`src/rtl/burst_wr_rx.sv`:
```
module burst_wr_rx #(
  parameter int MAX_WORDS = 4096
) (
  input  logic        clk,
  input  logic        rst_n,
  input  logic        cmd_begin,
  input  logic        bit_vld,
  input  logic        bit_in,
  output logic        bit_out,
  output logic        resp_vld,
  output logic        wr_req,
  output logic [31:0] wr_addr,
  output logic [31:0] wr_data,
  output logic [2:0]  wr_bytes
);
  localparam int LEN_W    = 16;
  localparam int ADDR_W   = 32;
  localparam int OP_W     = 4;
  localparam int CMD_BITS = LEN_W + ADDR_W + OP_W + 1;
  localparam int CRC_W    = 32;
  localparam logic [CRC_W-1:0] POLY = 32'hEDB88320;

  typedef enum logic [2:0] {S_IDLE, S_CMD, S_WAIT, S_DATA, S_CRC, S_RESP} st_t;

  st_t               st;
  logic [CMD_BITS-1:0] cmd_sr;
  logic [5:0]        bcnt;
  logic [LEN_W-1:0]  words_left;
  logic [ADDR_W-1:0] addr;
  logic [2:0]        bytes;
  logic [31:0]       word_sr;
  logic [CRC_W-1:0]  crc;
  logic [CRC_W-1:0]  rx_crc;
  logic              match;

  logic [CMD_BITS-1:0] cmd_next;
  logic [2:0]          dec_bytes;
  logic [LEN_W-1:0]    dec_len;
  logic                cmd_ok;
  logic [31:0]         word_next;
  logic [31:0]         aligned;
  logic [5:0]          word_bits;
  logic                word_last;
  logic [CRC_W-1:0]    crc_next;
  logic [CRC_W-1:0]    rx_next;

  assign cmd_next  = {bit_in, cmd_sr[CMD_BITS-1:1]};
  assign dec_len   = cmd_next[LEN_W-1:0];
  assign word_next = {bit_in, word_sr[31:1]};
  assign word_bits = {bytes, 3'b000};
  assign word_last = (bcnt == word_bits - 6'd1);
  assign crc_next  = (crc >> 1) ^ (((crc[0] ^ bit_in) != 1'b0) ? POLY : '0);
  assign rx_next   = {bit_in, rx_crc[CRC_W-1:1]};

  always_comb begin
    case (cmd_next[LEN_W+ADDR_W +: OP_W])
      4'h1:    dec_bytes = 3'd1;
      4'h2:    dec_bytes = 3'd2;
      4'h3:    dec_bytes = 3'd4;
      default: dec_bytes = 3'd0;
    endcase
  end

  assign cmd_ok = !cmd_next[CMD_BITS-1] && (dec_bytes != 3'd0) &&
                  (dec_len != '0) && (32'(dec_len) <= MAX_WORDS);

  always_comb begin
    case (bytes)
      3'd1:    aligned = {24'd0, word_next[31:24]};
      3'd2:    aligned = {16'd0, word_next[31:16]};
      default: aligned = word_next;
    endcase
  end

  always_ff @(posedge clk or negedge rst_n) begin
    if (!rst_n) begin
      st         <= S_IDLE;
      cmd_sr     <= '0;
      bcnt       <= '0;
      words_left <= '0;
      addr       <= '0;
      bytes      <= '0;
      word_sr    <= '0;
      crc        <= '1;
      rx_crc     <= '0;
      match      <= 1'b0;
      wr_req     <= 1'b0;
      wr_addr    <= '0;
      wr_data    <= '0;
      wr_bytes   <= '0;
    end else begin
      wr_req <= 1'b0;
      if (cmd_begin) begin
        st   <= S_CMD;
        bcnt <= '0;
        crc  <= '1;
      end else if (bit_vld) begin
        case (st)
          S_CMD: begin
            cmd_sr <= cmd_next;
            bcnt   <= bcnt + 6'd1;
            if (bcnt == 6'(CMD_BITS - 1)) begin
              bcnt <= '0;
              if (cmd_ok) begin
                st         <= S_WAIT;
                addr       <= cmd_next[LEN_W +: ADDR_W];
                bytes      <= dec_bytes;
                words_left <= dec_len;
              end else begin
                st <= S_IDLE;
              end
            end
          end
          S_WAIT: begin
            if (bit_in) begin
              st   <= S_DATA;
              bcnt <= '0;
            end
          end
          S_DATA: begin
            crc     <= crc_next;
            word_sr <= word_next;
            if (word_last) begin
              wr_req     <= 1'b1;
              wr_addr    <= addr;
              wr_data    <= aligned;
              wr_bytes   <= bytes;
              addr       <= addr + {29'd0, bytes};
              words_left <= words_left - 1'b1;
              bcnt       <= '0;
              if (words_left == 1) st <= S_CRC;
            end else begin
              bcnt <= bcnt + 6'd1;
            end
          end
          S_CRC: begin
            rx_crc <= rx_next;
            bcnt   <= bcnt + 6'd1;
            if (bcnt == 6'(CRC_W - 1)) begin
              match <= (rx_next == crc);
              st    <= S_RESP;
            end
          end
          S_RESP:  st <= S_IDLE;
          default: st <= S_IDLE;
        endcase
      end
    end
  end

  assign resp_vld = (st == S_RESP);
  assign bit_out  = resp_vld & match;

  a_r6_req_pulse: assert property (@(posedge clk) disable iff (!rst_n)
    wr_req |=> !wr_req);
  a_r5_size_legal: assert property (@(posedge clk) disable iff (!rst_n)
    wr_req |-> (wr_bytes == 3'd1 || wr_bytes == 3'd2 || wr_bytes == 3'd4));
  a_r7_resp_hold: assert property (@(posedge clk) disable iff (!rst_n)
    (resp_vld && !bit_vld && !cmd_begin) |=> resp_vld);
  a_r7_out_only_in_resp: assert property (@(posedge clk) disable iff (!rst_n)
    bit_out |-> resp_vld);
  a_r9_abort: assert property (@(posedge clk) disable iff (!rst_n)
    cmd_begin |=> (!resp_vld && !wr_req));
  a_r10_no_shift_no_write: assert property (@(posedge clk) disable iff (!rst_n)
    (!bit_vld && !cmd_begin) |=> !wr_req);
  a_r10_resp_stable: assert property (@(posedge clk) disable iff (!rst_n)
    (resp_vld && !bit_vld && !cmd_begin) |=> $stable(bit_out));
endmodule

```
`config.mk`:
```
export PLATFORM = sky130hd
export DESIGN_NAME = burst_wr_rx
export DESIGN_NICKNAME = d
export VERILOG_FILES = /design/src/rtl/burst_wr_rx.sv
export SDC_FILE = /design/constraint.sdc
export NUM_CORES = 1
export LEC_CHECK = 0
export BUFFER_PORTS_ARGS = -buffer_cell sky130_fd_sc_hd__buf_2
export CAP_MARGIN = 20
export CELL_PAD_IN_SITES_DETAIL_PLACEMENT = 1
export CELL_PAD_IN_SITES_GLOBAL_PLACEMENT = 1
export CORE_MARGIN = 2
export CORE_UTILIZATION = 49
export CTS_CLUSTER_DIAMETER = 80
export DETAILED_ROUTE_END_ITERATION = 8
export PLACE_DENSITY = 0.77
export SLEW_MARGIN = 20
export SYNTH_ARGS = -nofsm -noshare
export SYNTH_HDL_FRONTEND = slang
export SYNTH_SLANG_ARGS = --single-unit
```
`constraint.sdc`:
```
create_clock -name clk -period 3.67 [get_ports clk]
set_input_delay 0.1835 -clock clk [delete_from_list [all_inputs] [get_ports clk]]
set_output_delay 0.1835 -clock clk [all_outputs]
set_load 0.02 [all_outputs]
```
After elaboration in Yosys (flattened, before gate mapping) --
Cells that the tools add are included.
Cells by class: $add $sub $neg 4, multipliers 0, div/mod/pow operators 0, $lt $le $gt $ge 1, eq/ne operators 23, shift-type cells 0, multiplexer cells 33, bitwise logic cells 4, reductions and logical operators 20
Operator list (count):
- 32-bit 2-to-1 mux | 7
- 32-bit one-hot mux with 2 select lines | 2
- 16-bit 2-to-1 mux | 3
- 32-bit by 3-bit adder with 32-bit output | 1
- 32-bit equality test | 1
- 16-bit one-hot mux with 2 select lines | 1
- 31-bit by 32-bit XOR with 32-bit output | 1
- 6-bit 2-to-1 mux | 5
- 6-bit one-hot mux with 4 select lines | 1
- 3-bit 2-to-1 mux | 7
- 16-bit by 1-bit equality test with 1-bit output, second input constant | 1
- 16-bit by 13-bit less-or-equal comparator with 1-bit output, second input constant | 1
- 16-bit nonzero test | 1
- 16-bit by 1-bit subtractor with 16-bit output, second input constant | 1
- 3-bit != test, second input constant | 5
- 3-bit one-hot mux with 4 select lines | 1
- 3-bit AND reduction | 4
- 6-bit AND reduction | 2
- 3-bit by 2-bit equality test with 1-bit output, second input constant | 3
- 3-bit one-hot mux with 3 select lines | 1
- 4-bit by 2-bit equality test with 1-bit output, second input constant | 2
- 4-bit AND reduction | 2
- 6-bit by 1-bit adder with 6-bit output, second input constant | 1
- 3-bit by 1-bit equality test with 1-bit output, second input constant | 2
- other kinds (19) | 29
Storage, ports and cells: register bits after elaboration 278, latch bits 0, memory bits (writable) 0, bits in read-only memories 0, bits of input ports 5, logic and storage cells 99, memories kept 0

Logic depth before layout (Yosys ltp) --
depth after elaboration 11, depth in mapped cells 10

Worst setup path after synthesis --
Ideal clock, no wire load.
path kind flip-flop to flip-flop, start reg bytes[1], end reg words_left[1], library setup time 0.127 ns, data arrival time 2.455 ns, required time 3.543 ns, setup slack 1.088 ns, stages on the path, launching flop included 10, buffers on the path 2, clock period less this slack 2.582 ns, cells stage by stage dfrtp_1 inv_1 ha_1 xor3_1 or4_1 buf_2 a22o_1 nor2_4 buf_4 mux2_1
On the way: cells in the longest elaborated chain, start to end 4
RTL lines:
- start, declared | line 30 | logic [2:0] bytes;
- start signal, assigned | line 107 | bytes <= dec_bytes;
- 6-bit by 1-bit subtractor with 6-bit output | line 51 | assign word_last = (bcnt == word_bits - 6'd1);
- 6-bit equality test | line 51
- 2-bit != test (no line)
- 6-bit AND reduction (no line)
- end signal, assigned | line 108 | words_left <= dec_len;
- end signal, assigned | line 129 | words_left <= words_left - 1'b1;
- end, declared | line 28 | logic [LEN_W-1:0] words_left;
No other way between the ends. A chain may end at the register's enable or synchronous reset.

Final worst setup path --
start reg bytes[1], end reg addr[1]
On the way: cells in the longest elaborated chain, start to end 4
RTL lines:
- branches (longest 4 deep; another with 32-bit by 3-bit adder with 32-bit output)
- end signal, assigned | line 106 | addr <= cmd_next[LEN_W +: ADDR_W];
- end signal, assigned | line 128 | addr <= addr + {29'd0, bytes};
- end, declared | line 29 | logic [ADDR_W-1:0] addr;
Parallel ways; which one is timed is not known. The select of a mux whose other input is x is not followed.

==> run_results.csv <==
group,metric,value,unit
floorplan,core_area,26100,um^2
pwr,intPower,5.33,mW
place,dp_hpwl,21.8,mm
layout,multi_input_area,5710,um^2
clocking,cts_resized,0,
worst_setup_path,cpMaxStageDelayCell,"or4_1",
pwr,power_density,456,nW/um^2
timing,max_slew_margin,0.328,
logic_synthesis,netlist_area,13100,um^2
clocking,cts_setup_buffers,0,
routing,routed_wl,34.2,mm
timing,setup_slack,637,ps
layout,layout-drive-gt1-share,0.246,
pwr,power_frac_comb,0.044,
clocking,numCtsBuffers,30,
pwr,p_clk_frac,0.487,
routing,first_iter_violations,798,
worst_setup_path,path_class,"reg2reg",
clocking,cts_sinks,275,
worst_setup_path,start_kind,"register",
global_routing,grt_use_total,0.249,
timing,setup_tns,0,ps
logic_synthesis,synth_fp_nets,1240,
timing,fmax,330,MHz
global_routing,grt_first_pass_wirelength,56.8,mm
layout,final_core_util,0.569,
clocking,holdBufCountCts,3,
logic_synthesis,ys.flop_type,"dfrtp_1",
routing,dr.pass1.iters,7,
layout,antennaDiodeCount,0,
logic_synthesis,synthDistinctLibCells,77,
pwr,p_sw,1.46,mW
pwr,p_sw_frac,0.215,
timing,hold_viol_final,0,
pwr,power,6.79,mW
logic_synthesis,synth_seq_cells,275,
routing,drc,9,
logic_synthesis,synth_top_family_by_area,"simple AND/OR/NAND/NOR gates",
place,port-buffer-count,74,
timing,worst_clock_skew,9.22,ps
place,place_congestion,0.804,
routing,routedWlPerCell,20.9,um
routing,ant_nets,0,
layout,area_growth_syn_to_layout,14.0,%
global_routing,overflow,0,
layout,fill_cells,2829,
floorplan,ioPinCount,75,
logic_synthesis,synth_edf_count,0,
worst_setup_path,critical_path.top_delay_family,"simple AND/OR/NAND/NOR gates",
place,dpl_worst_slack,690,ps
clocking,cts-root-buf,"clkbuf_16",
routing,vias_per_cell,6.02,
hold_path,hp-class,"in2reg",
clocking,h-tree-depth,1,
floorplan,fp.dieH,167,um
layout,finalNetCount,1292,
logic_synthesis,synth_adder_area_share,0.0111,
global_routing,grt_max_degree,95,
global_routing,antenna_found_initial,0,
logic_synthesis,synth_xor_area_frac,0.0347,
worst_setup_path,end_kind,"register",
clocking,cts_tree,"yes",
worst_setup_path,path_buf_inv,2,
timing,tightest_slew,1010,ps
status,status,"finished with violations",
worst_setup_path,cp.required,4140,ps
logic_synthesis,ys_seq_area_frac,0.530,
logic_synthesis,syn_inst,1224,
clocking,clock_latency,550,ps
timing,rsz0062_at_grt,"false",
pwr,pwr-share-seq,0.469,
layout,seq_area,6920,um^2
routing,vias,9849,
clocking,cts_buffer_depth,3,
logic_synthesis,synth_compound_area_frac,0.143,
worst_setup_path,arrival,3500,ps
worst_setup_path,crit_chain,"inv_1 -> ha_1 -> xor3_1 -> or4_1 -> a22o_1 -> nor2_4 -> buf_12 -> mux2i_1",
floorplan,placementRows,59,
floorplan,die-area,28000,um^2
pwr,ir_drop,0.407,mV
logic_synthesis,synthArstFlopShare,1.00,
logic_synthesis,avgSynthCellArea,10.7,um^2
status,violations,"DRC",
worst_setup_path,crit_fanout,17,
timing,timing.final.max_slew_violations,0,
timing,min_period,3030,ps
logic_synthesis,yosysWarnings,0,
logic_synthesis,yosys.area_share.simple,0.143,
global_routing,grt_pass1_vias,10543,
timing,layout_worst_path_cycle_share,0.827,
logic_synthesis,synthMuxAreaShare,0.104,
pwr,power_leakage,6.83,nW
clocking,clk_pin_slew_worst_paths,60,ps
worst_setup_path,critPathMaxStageDelay,550,ps
floorplan,die_w,167,um
flow_run,maxCapViolations,0,
timing,setup_viol_count_final,0,
floorplan,start_util,0.500,
==> power by group through the flow <==
stage	combinational [mW]	sequential [mW]	clock, mW
after floorplan	0.186	3.21	0
after global placement	0.284	3.23	0
after detailed placement	0.298	3.24	0
after CTS	0.303	3.18	3.37
after global routing	0.335	3.20	3.47
final	0.297	3.18	3.31
==> state kept, by name (all words and copies together) (netlist names), 3 cells and up <==
register and flops:
addr 32, bcnt 6, bytes 3, cmd_sr 52
crc 32, rx_crc 31, st 3, word_sr 31
words_left 16, wr_addr 32, wr_bytes 3, wr_data 32
==> worst register-to-register path: stages, from the launching register on <==
cell and delay, ps:
dfrtp_1 400, inv_1 180, ha_1 210, xor3_1 390, or4_1 550, a22o_1 330, nor2_4 450, buf_12 230
mux2i_1 210
==> cells by family (layout without fill, tap and decap cells) <==
logic type / Yosys count / after routing
xor+xnor: 50 / 50
mux: 121 / 121
simple gates: 402 / 402
fa+ha+maj: 11 / 11
flops: 275 / 275
compound gates: 264 / 264
buf+inv: 101 / 177
==> routing by layer <==
metal | GRT usage | vias up | share of wire
met2 | 0.428 | 187 | 0.49
met3 | 0.0300 | 52 | 0.034
li1 | - | 4528 | -
met4 | 0.0662 | 0 | 0.022
met1 | 0.336 | 5082 | 0.45
met5 | 0 | - | 0
==> path summary, 6_finish.rpt <==
path	end	cells past startpoint	slack [ps]	from
setup / recovery	addr[1]	8	640	bytes[1]
hold / removal	wr_data[31]	3	80	bit_in
setup reg to reg	addr[1]	8	640	bytes[1]
hold reg to reg	wr_data[25]	2	460	wr_data[25]
max in group asynchronous	cmd_sr[35]	3	2420	rst_n
min in group asynchronous	word_sr[12]	2	260	rst_n
==> cells in the mapped netlist (18+ instances only) <==
master	number	area (um^2)
a21oi_1	49	245
a31oi_1	18	113
clkbuf_1	52	195
dfrtp_1	243	6080
dfstp_2	32	841
inv_1	19	71.3
mux2_2	117	1320
nand2_1	194	728
nand3_1	49	245
nand4_1	24	150
nor2_1	57	214
nor3_1	18	90.1
o21ai_0	45	225
o22a_1	32	280
xnor2_1	34	298
==> cell usage in the layout, fill, tap and decap left out, types with 10 or more instances in the layout <==
cell type  Yosys  layout
dfrtp_1      243     243
nand2_1      194     192
mux2_2       117     117
buf_2         16      73
nor2_1        57      57
nand3_1       49      49
a21oi_1       49      49
o21ai_0       45      45
xnor2_1       34      34
o22a_1        32      32
dfstp_2       32      32
clkbuf_16      0      31
nand4_1       24      24
inv_1         19      19
buf_4          3      19
nor3_1        18      18
a31oi_1       18      18
xor2_1        15      15
nor4_1        13      13
o22ai_1       12      12
a22oi_1       10      10
o31ai_1       10      10
a211oi_1      10      10
ha_1          10      10
==> final cells by class <==
class                      instances  share of cell area
timing repair buffer             101              0.0439
tap                              335              0.0282
multi-input combinational        848               0.384
clock buffer                      44              0.0595
clock inverter                    12              0.0143
inverter                          20             0.00505
sequential                       275               0.465
==> metrics by stage <==
stage                     instance area [um^2]  std cells  hold slack (ps)
after floorplan                          13100       1224             -112
after detailed placement                 13700       1576              283
final                                    14900       1635             82.9
after CTS                                14900       1635             67.4
after global placement                   13700       1576              277
after global routing                     14900       1635             86.4
(Power assumes the default switching activity.)
